[config.mk]
export PLATFORM = sky130hd
export DESIGN_NAME = pllFreqSynth
export DESIGN_NICKNAME = d
export VERILOG_FILES = /design/src/rtl/fsynPkg.sv /design/src/rtl/fsynModDiv.sv /design/src/rtl/fsynCtrl.sv /design/src/rtl/fsynDatapath.sv /design/src/rtl/pllFreqSynth.sv
export SDC_FILE = /design/constraint.sdc
export NUM_CORES = 1
export LEC_CHECK = 0
export BUFFER_PORTS_ARGS = -buffer_cell sky130_fd_sc_hd__buf_2
export CORE_ASPECT_RATIO = 1.1
export CORE_MARGIN = 2
export CORE_UTILIZATION = 56
export DETAILED_ROUTE_END_ITERATION = 8
export PLACE_DENSITY = 0.81
export SYNTH_ARGS = -nofsm -noshare
export SYNTH_HDL_FRONTEND = slang
export SYNTH_SLANG_ARGS = --single-unit
[constraint.sdc]
create_clock -name clk -period 3.4 [get_ports clk]
set_input_delay 0.68 -clock clk [delete_from_list [all_inputs] [get_ports clk]]
set_output_delay 0.68 -clock clk [all_outputs]
set_load 0.02 [all_outputs]
[src/rtl/fsynPkg.sv]
`timescale 1ns/1ps
package fsynPkg;
  localparam int DATA_W    = 32;
  localparam int MOD_W     = 6;
  localparam int SEL_W     = 4;
  localparam logic [SEL_W-1:0] SEL_CODE = 4'b1101;
  localparam int NUM_DIV   = 2;
  localparam int REF_LSB   = 0;
  localparam int REF_HIGH  = 6;
  localparam int REF_CLR   = 7;
  localparam int VCO_LSB   = 8;
  localparam int VCO_LOW   = 14;
  localparam int VCO_CLR   = 15;

  typedef struct packed {
    logic             refClear;
    logic             vcoClear;
    logic             forceHigh;
    logic             forceLow;
    logic [MOD_W-1:0] refMod;
    logic [MOD_W-1:0] vcoMod;
  } fsynStrobes_t;
endpackage

[src/rtl/fsynModDiv.sv]
`timescale 1ns/1ps
module fsynModDiv #(
  parameter int MOD_W = 6
) (
  input  logic             clk,
  input  logic             rstN,
  input  logic             tick,
  input  logic             clear,
  input  logic [MOD_W-1:0] progMod,
  output logic             tcPulse
);
  logic [MOD_W-1:0] cnt;
  logic [MOD_W-1:0] actMod;
  logic             atEnd;

  assign atEnd = (cnt == actMod);

  always_ff @(posedge clk) begin
    if (!rstN) begin
      cnt     <= '0;
      actMod  <= '1;
      tcPulse <= 1'b0;
    end else if (clear) begin
      cnt     <= '0;
      actMod  <= progMod;
      tcPulse <= 1'b0;
    end else begin
      tcPulse <= tick && atEnd;
      if (tick) begin
        if (atEnd) begin
          cnt    <= '0;
          actMod <= progMod;
        end else begin
          cnt <= cnt + 1'b1;
        end
      end
    end
  end
endmodule

[src/rtl/fsynCtrl.sv]
`timescale 1ns/1ps
module fsynCtrl
  import fsynPkg::*;
(
  input  logic              clk,
  input  logic              rstN,
  input  logic              wrEn,
  input  logic [DATA_W-1:0] wrData,
  output fsynStrobes_t      strb,
  output logic              cfgError
);
  logic selHit;
  logic unusedHi;

  assign selHit   = wrEn && (wrData[DATA_W-1 -: SEL_W] == SEL_CODE);
  assign unusedHi = ^wrData[DATA_W-SEL_W-1:VCO_CLR+1];

  always_ff @(posedge clk) begin
    if (!rstN) begin
      strb.refClear  <= 1'b0;
      strb.vcoClear  <= 1'b0;
      strb.forceHigh <= 1'b0;
      strb.forceLow  <= 1'b0;
      strb.refMod    <= '1;
      strb.vcoMod    <= '1;
      cfgError       <= 1'b0;
    end else if (selHit) begin
      strb.refClear  <= wrData[REF_CLR];
      strb.vcoClear  <= wrData[VCO_CLR];
      strb.forceHigh <= wrData[REF_HIGH];
      strb.forceLow  <= wrData[VCO_LOW];
      strb.refMod    <= wrData[REF_LSB +: MOD_W];
      strb.vcoMod    <= wrData[VCO_LSB +: MOD_W];
      cfgError       <= wrData[REF_HIGH] & wrData[VCO_LOW];
    end
  end
endmodule

[src/rtl/fsynDatapath.sv]
`timescale 1ns/1ps
module fsynDatapath
  import fsynPkg::*;
(
  input  logic         clk,
  input  logic         rstN,
  input  fsynStrobes_t strb,
  input  logic         refTick,
  input  logic         vcoTick,
  output logic         refDiv,
  output logic         vcoDiv,
  output logic         pcomp
);
  logic [NUM_DIV-1:0] tickVec;
  logic [NUM_DIV-1:0] clrVec;
  logic [NUM_DIV-1:0] tcVec;
  logic [MOD_W-1:0]   progVec [NUM_DIV];

  assign tickVec    = {vcoTick, refTick};
  assign clrVec     = {strb.vcoClear, strb.refClear};
  assign progVec[0] = strb.refMod;
  assign progVec[1] = strb.vcoMod;

  for (genvar g = 0; g < NUM_DIV; g++) begin : gDiv
    fsynModDiv #(.MOD_W(MOD_W)) u_div (
      .clk     (clk),
      .rstN    (rstN),
      .tick    (tickVec[g]),
      .clear   (clrVec[g]),
      .progMod (progVec[g]),
      .tcPulse (tcVec[g])
    );
  end

  assign refDiv = tcVec[0];
  assign vcoDiv = tcVec[1];

  // Low force wins, which also covers the illegal both-forced case.
  always_ff @(posedge clk) begin
    if (!rstN) begin
      pcomp <= 1'b0;
    end else if (strb.forceLow) begin
      pcomp <= 1'b0;
    end else if (strb.forceHigh) begin
      pcomp <= 1'b1;
    end else if (refDiv && !vcoDiv) begin
      pcomp <= 1'b1;
    end else if (vcoDiv && !refDiv) begin
      pcomp <= 1'b0;
    end
  end
endmodule

[src/rtl/pllFreqSynth.sv]
`timescale 1ns/1ps
module pllFreqSynth
  import fsynPkg::*;
(
  input  logic              clk,
  input  logic              rstN,
  input  logic              wrEn,
  input  logic [DATA_W-1:0] wrData,
  input  logic              refTick,
  input  logic              vcoTick,
  output logic              refDiv,
  output logic              vcoDiv,
  output logic              pcomp,
  output logic              cfgError
);
  fsynStrobes_t strb;

  fsynCtrl u_ctrl (
    .clk      (clk),
    .rstN     (rstN),
    .wrEn     (wrEn),
    .wrData   (wrData),
    .strb     (strb),
    .cfgError (cfgError)
  );

  fsynDatapath u_dp (
    .clk     (clk),
    .rstN    (rstN),
    .strb    (strb),
    .refTick (refTick),
    .vcoTick (vcoTick),
    .refDiv  (refDiv),
    .vcoDiv  (vcoDiv),
    .pcomp   (pcomp)
  );
endmodule

**Yosys cells after proc, flatten, opt, wreduce, memory -nomap -nowiden**

Index checks and enable logic that the tools add are counted.

- Bits in registers: 44
- Output and inout bits: 4

- Add/sub/neg operators: 2
- Equal/unequal tests: 3
- Multiplexer cells: 11
- Bitwise gates (word level): 2
- Reductions and logical operators: 17

Operators by type and width:

| kind | number |
|---|---|
| 6-bit 2-to-1 mux | 8 |
| 6-bit by 1-bit adder with 6-bit output, second input constant | 2 |
| 6-bit equality test | 2 |
| 2-bit nonzero test | 4 |
| 2-bit OR reduction | 3 |
| 1-bit logical AND | 5 |
| 4-bit equality test, second input constant | 1 |
| 2-bit AND reduction | 2 |
| 1-bit 2-to-1 mux | 3 |
| 3-bit nonzero test | 1 |
| 1-bit logical NOT | 2 |
| 1-bit bitwise AND | 1 |
| 1-bit NOT | 1 |

**Depth between registers and ports, before layout**

- Word-level depth: 5
- Mapped depth: 6
- Mapped depth without buffers: 4

**Cells and area by module**

From an unflattened synthesis, not the netlist that was laid out.

- Cells, all modules: 207
- Area, all modules: 2013.2 um^2

By module, submodules not included:

| module | instances | cells each | area an instance (um^2) |
|---|---|---|---|
| fsynModDiv | 2 | 63 | 624.3 |
| fsynCtrl | 1 | 76 | 713.2 |
| fsynDatapath | 1 | 5 | 51.3 |

**Worst setup path after synthesis**

No wires, ideal clock.

- Path kind: input to register
- From: in rstN
- To: reg u_dp.gDiv[0].u_div.actMod[2]
- Library setup time: 117 ps
- Data arrival time: 1653 ps
- Required time: 3283 ps
- Slack: 1629 ps
- Stages on the path: 5
- Buffers on the path: 2
- Path through: buf_6 clkinv_1 a311o_1 buf_6 o22a_1

RTL lines:

| what | RTL line | RTL |
|---|---|---|
| start, declared | pllFreqSynth.sv:6 | `input logic rstN,` |
| end signal, assigned | fsynModDiv.sv:25 | `actMod <= progMod;` |
| end signal, assigned | fsynModDiv.sv:32 | `actMod <= progMod;` |
| end, declared | fsynModDiv.sv:13 | `logic [MOD_W-1:0] actMod;` |

==> implementation parameters <==
Parameter                              Value

Synthesis
  Synthesized area per cell ... 9.36 µm²
  Synth async-reset ratio ... 0%
  Count of unique library cells instantiated by Yosys ... 24
  Area fraction of the dominant cell type after synthesis ... 50.9%
  Largest area contributor in the synthesized netlist ... sky130_fd_sc_hd__dfxtp_1
  Netlist area before placement ... 1730 µm²
  Top area cells in the synthesized netlist ... sky130_fd_sc_hd__dfxtp_1, sky130_fd_sc_hd__nand2_1, sky130_fd_sc_hd__xnor2_1, sky130_fd_sc_hd__o22a_1, sky130_fd_sc_hd__xor2_1
  Number of synthesized register bits ... 44
  Net count of the mapped netlist ... 224
  Dominant register cell in the synthesized netlist ... sky130_fd_sc_hd__dfxtp_1
  EDFF count, synth ... 0
  Yosys warns ... 0
  Cell count after synthesis ... 185
  Sequential area share after synthesis ... 50.9%

Timing
  Number of endpoints with negative hold slack in the final report ... 0
  Unrepaired setup endpoints after global routing ... false
  PnR worst setup slack ... 1.55 ns
  Peak clock frequency supported by timing ... 540 MHz
  Relative slew slack ... 35.1%
  Minimum clock period ... 1.85 ns
  Period utilisation layout ... 54.5%
  Actual slew at the worst max-slew pin ... 0.968 ns
  Pins over their slew limit ... 0
  Setup TNS ... 0 ns
  Setup Skew ... 0.00159 ns
  Final setup vio count ... 0

Clock tree
  Hold buffer count at CTS ... 0
  CTS tree ... done
  Insertion delay to the later sink of the worst-skew pair ... 0.35 ns
  Total clock buffers created by CTS ... 5
  CTS sink count ... 44
  Post-cts repair resize count ... 0
  Post-CTS setup buffer count ... 0
  # H-tree levels ... 2
  Maximum number of buffers from clock root to sink ... 2
  Library cell used as clock root buffer ... sky130_fd_sc_hd__clkbuf_4
  Clock transition at the registers of the reported paths ... 0.12 ns

Route
  Drt first-iter violations ... 59
  ANT nets after route ... 0
  Number of remaining DRC errors ... 0
  Mean routed wirelength per cell ... 12.2 µm
  Vias/cell ... 5.40
  Vias after detailed routing ... 1,338
  Total wirelength of the detailed-routed design ... 3040 µm
  First-pass detailed-route iteration total ... 4

Worst setup path
  Endpoint kind of the worst setup timing path ... register
  Req. time, crit path ... 3.66 ns
  Arrival @ worst endpoint ... 2.11 ns
  Startpoint-to-endpoint class of the critical path ... in2reg
  Critical Path Start Type ... input port
  Worst-path maximum fanout ... 17

Cells and area
  Number of antenna cells inserted ... 0
  Number of nets in the finished design ... 252
  Cell Count, Final, Fillers Out ... 248
  Layout area overhead ... 12.4%
  Fraction of final layout cells with drive strength greater than 1 ... 19.2%

Global route
  Maximum number of pins on one net before global-route repair ... 18
  Overflow left after global routing ... 0
  Global router's overall resource usage ... 19.5%
  Wire length of the first global-routing pass ... 5440 µm
  Number of global-route vias before repair ... 1,344
  Initial antenna violation count ... 0

Flow run
  Max Cap Violations ... 0

Placed design
  Last weighted congestion value of the routability-driven placer ... 0.785
  Post-placement worst setup slack ... 1.17 ns
  Half-perimeter wire length of the detailed placement result ... 2290 µm
  Count of input and output buffers ... 28
  Cells after DPL ... 240

Power and ir drop
  Ratio of total power to cell area ... 464 nW/µm²
  Peak supply drop ... 0.416 mV
  LEAKAGE ... 0.780 nW

Floorplanning
  Core Footprint ... 3000 µm²
  Width of the chip ... 57.0 µm
  Area enclosed by the die boundary ... 3550 µm²
  Number of rows created at floorplan ... 21
  Starting utilization of the core area ... 57.8%
  Die Y ... 62.3 µm
  I/O pin count ... 41

Worst hold path
  Worst hold path class ... reg2reg

Outcome
  Run status ... finished, final reports clean
==> flip-flops by register name (all words and copies together), names as in the netlist <==
register and count:
u_ctrl.cfgError 1, u_ctrl.strb 16, u_dp.gDiv.u_div.tcPulse 2, u_dp.gDiv.u_div.actMod 12
u_dp.gDiv.u_div.cnt 12, u_dp.pcomp 1
==> final timing paths <==
kind,from,end,slack (ns),cells after the start
max,rstN,u_dp.gDiv[1].u_div.actMod[0]$_SDFFE_PN1P_,1.55,4
min,u_ctrl.strb[12]$_SDFFE_PN0P_,u_dp.pcomp$_SDFFE_PP0P_,0.45,1
max reg2reg,u_dp.gDiv[1].u_div.cnt[0]$_SDFFE_PP0P_,u_dp.gDiv[1].u_div.actMod[0]$_SDFFE_PN1P_,1.78,4
min reg2reg,u_ctrl.strb[12]$_SDFFE_PN0P_,u_dp.pcomp$_SDFFE_PP0P_,0.45,1
==> metal layers <==
metal  track usage [%]  routed length (µm)  vias up
met1              22.8                1370      609
met5                 0                   0        -
met3              7.08                 187        2
li1                  -                   -      684
met2              33.2                1470       43
met4              5.23                  16        0
==> worst max-delay path: stages <==
cell and delay, ns:
sky130_fd_sc_hd__buf_2 0.26, sky130_fd_sc_hd__clkinv_1 0.30, sky130_fd_sc_hd__a311o_1 0.56, sky130_fd_sc_hd__o22a_2 0.29
==> power by group <==
group	switching, mW	internal, mW
Combinational	0.0273	0.0246
Sequential	0.00929	0.525
Clock	0.164	0.153
==> per-stage QoR <==
step	util (%)	hold WS, ns	total power [mW]	cell area [µm²]
finish	65.0	0.447	0.903	1950
CTS	65.0	0.451	0.911	1950
global placement	62.3	0.408	0.594	1870
detailed placement	62.3	0.433	0.597	1870
floorplan	-	0.400	0.578	1730
global route	65.0	0.471	0.942	1950
==> cell type report <==
class / count / area [µm²]
flip-flops and latches: 44 / 881
clock buffers: 5 / 37.5
multi-input cells: 132 / 795
clock inverters: 3 / 42.5
well taps: 34 / 42.5
fillers: 247 / 1050
repair buffers: 28 / 140
inverters: 2 / 7.51
==> cell usage after synthesis, types with 3 or more instances <==
cell and n:
sky130_fd_sc_hd__nor3_1 3, sky130_fd_sc_hd__nand4_1 4, sky130_fd_sc_hd__nand2_1 39, sky130_fd_sc_hd__buf_6 3, sky130_fd_sc_hd__xor2_1 10, sky130_fd_sc_hd__o22a_1 10
sky130_fd_sc_hd__xnor2_1 12, sky130_fd_sc_hd__dfxtp_1 44, sky130_fd_sc_hd__nor2_1 17, sky130_fd_sc_hd__nand3_1 15, sky130_fd_sc_hd__a21oi_1 5, sky130_fd_sc_hd__clkbuf_1 4
==> kinds of logic (layout without fill, tap and decap cells) <==
logic type      after synthesis  after routing  share of synthesized area [%]
compound gates               21             21                           9.83
simple gates                 84             84                           21.7
mux                           2              2                           1.16
xor+xnor                     22             22                           11.1
buf+inv                       9             38                           3.25
fa+ha+maj                     3              3                           2.02
flops                        44             44                           50.9
==> cell usage in the layout, fill, tap and decap left out, drive strengths merged, types with 4 or more instances in the layout <==
master  synthesis  layout
nor2           17      17
xor2           10      10
dfxtp          44      44
o22a           12      12
a21oi           5       5
nand4           4       4
xnor2          12      12
clkbuf          4       5
nand2          39      39
buf             3      28
nand3          15      15
nor3            4       4
(Power assumes the default switching activity.)
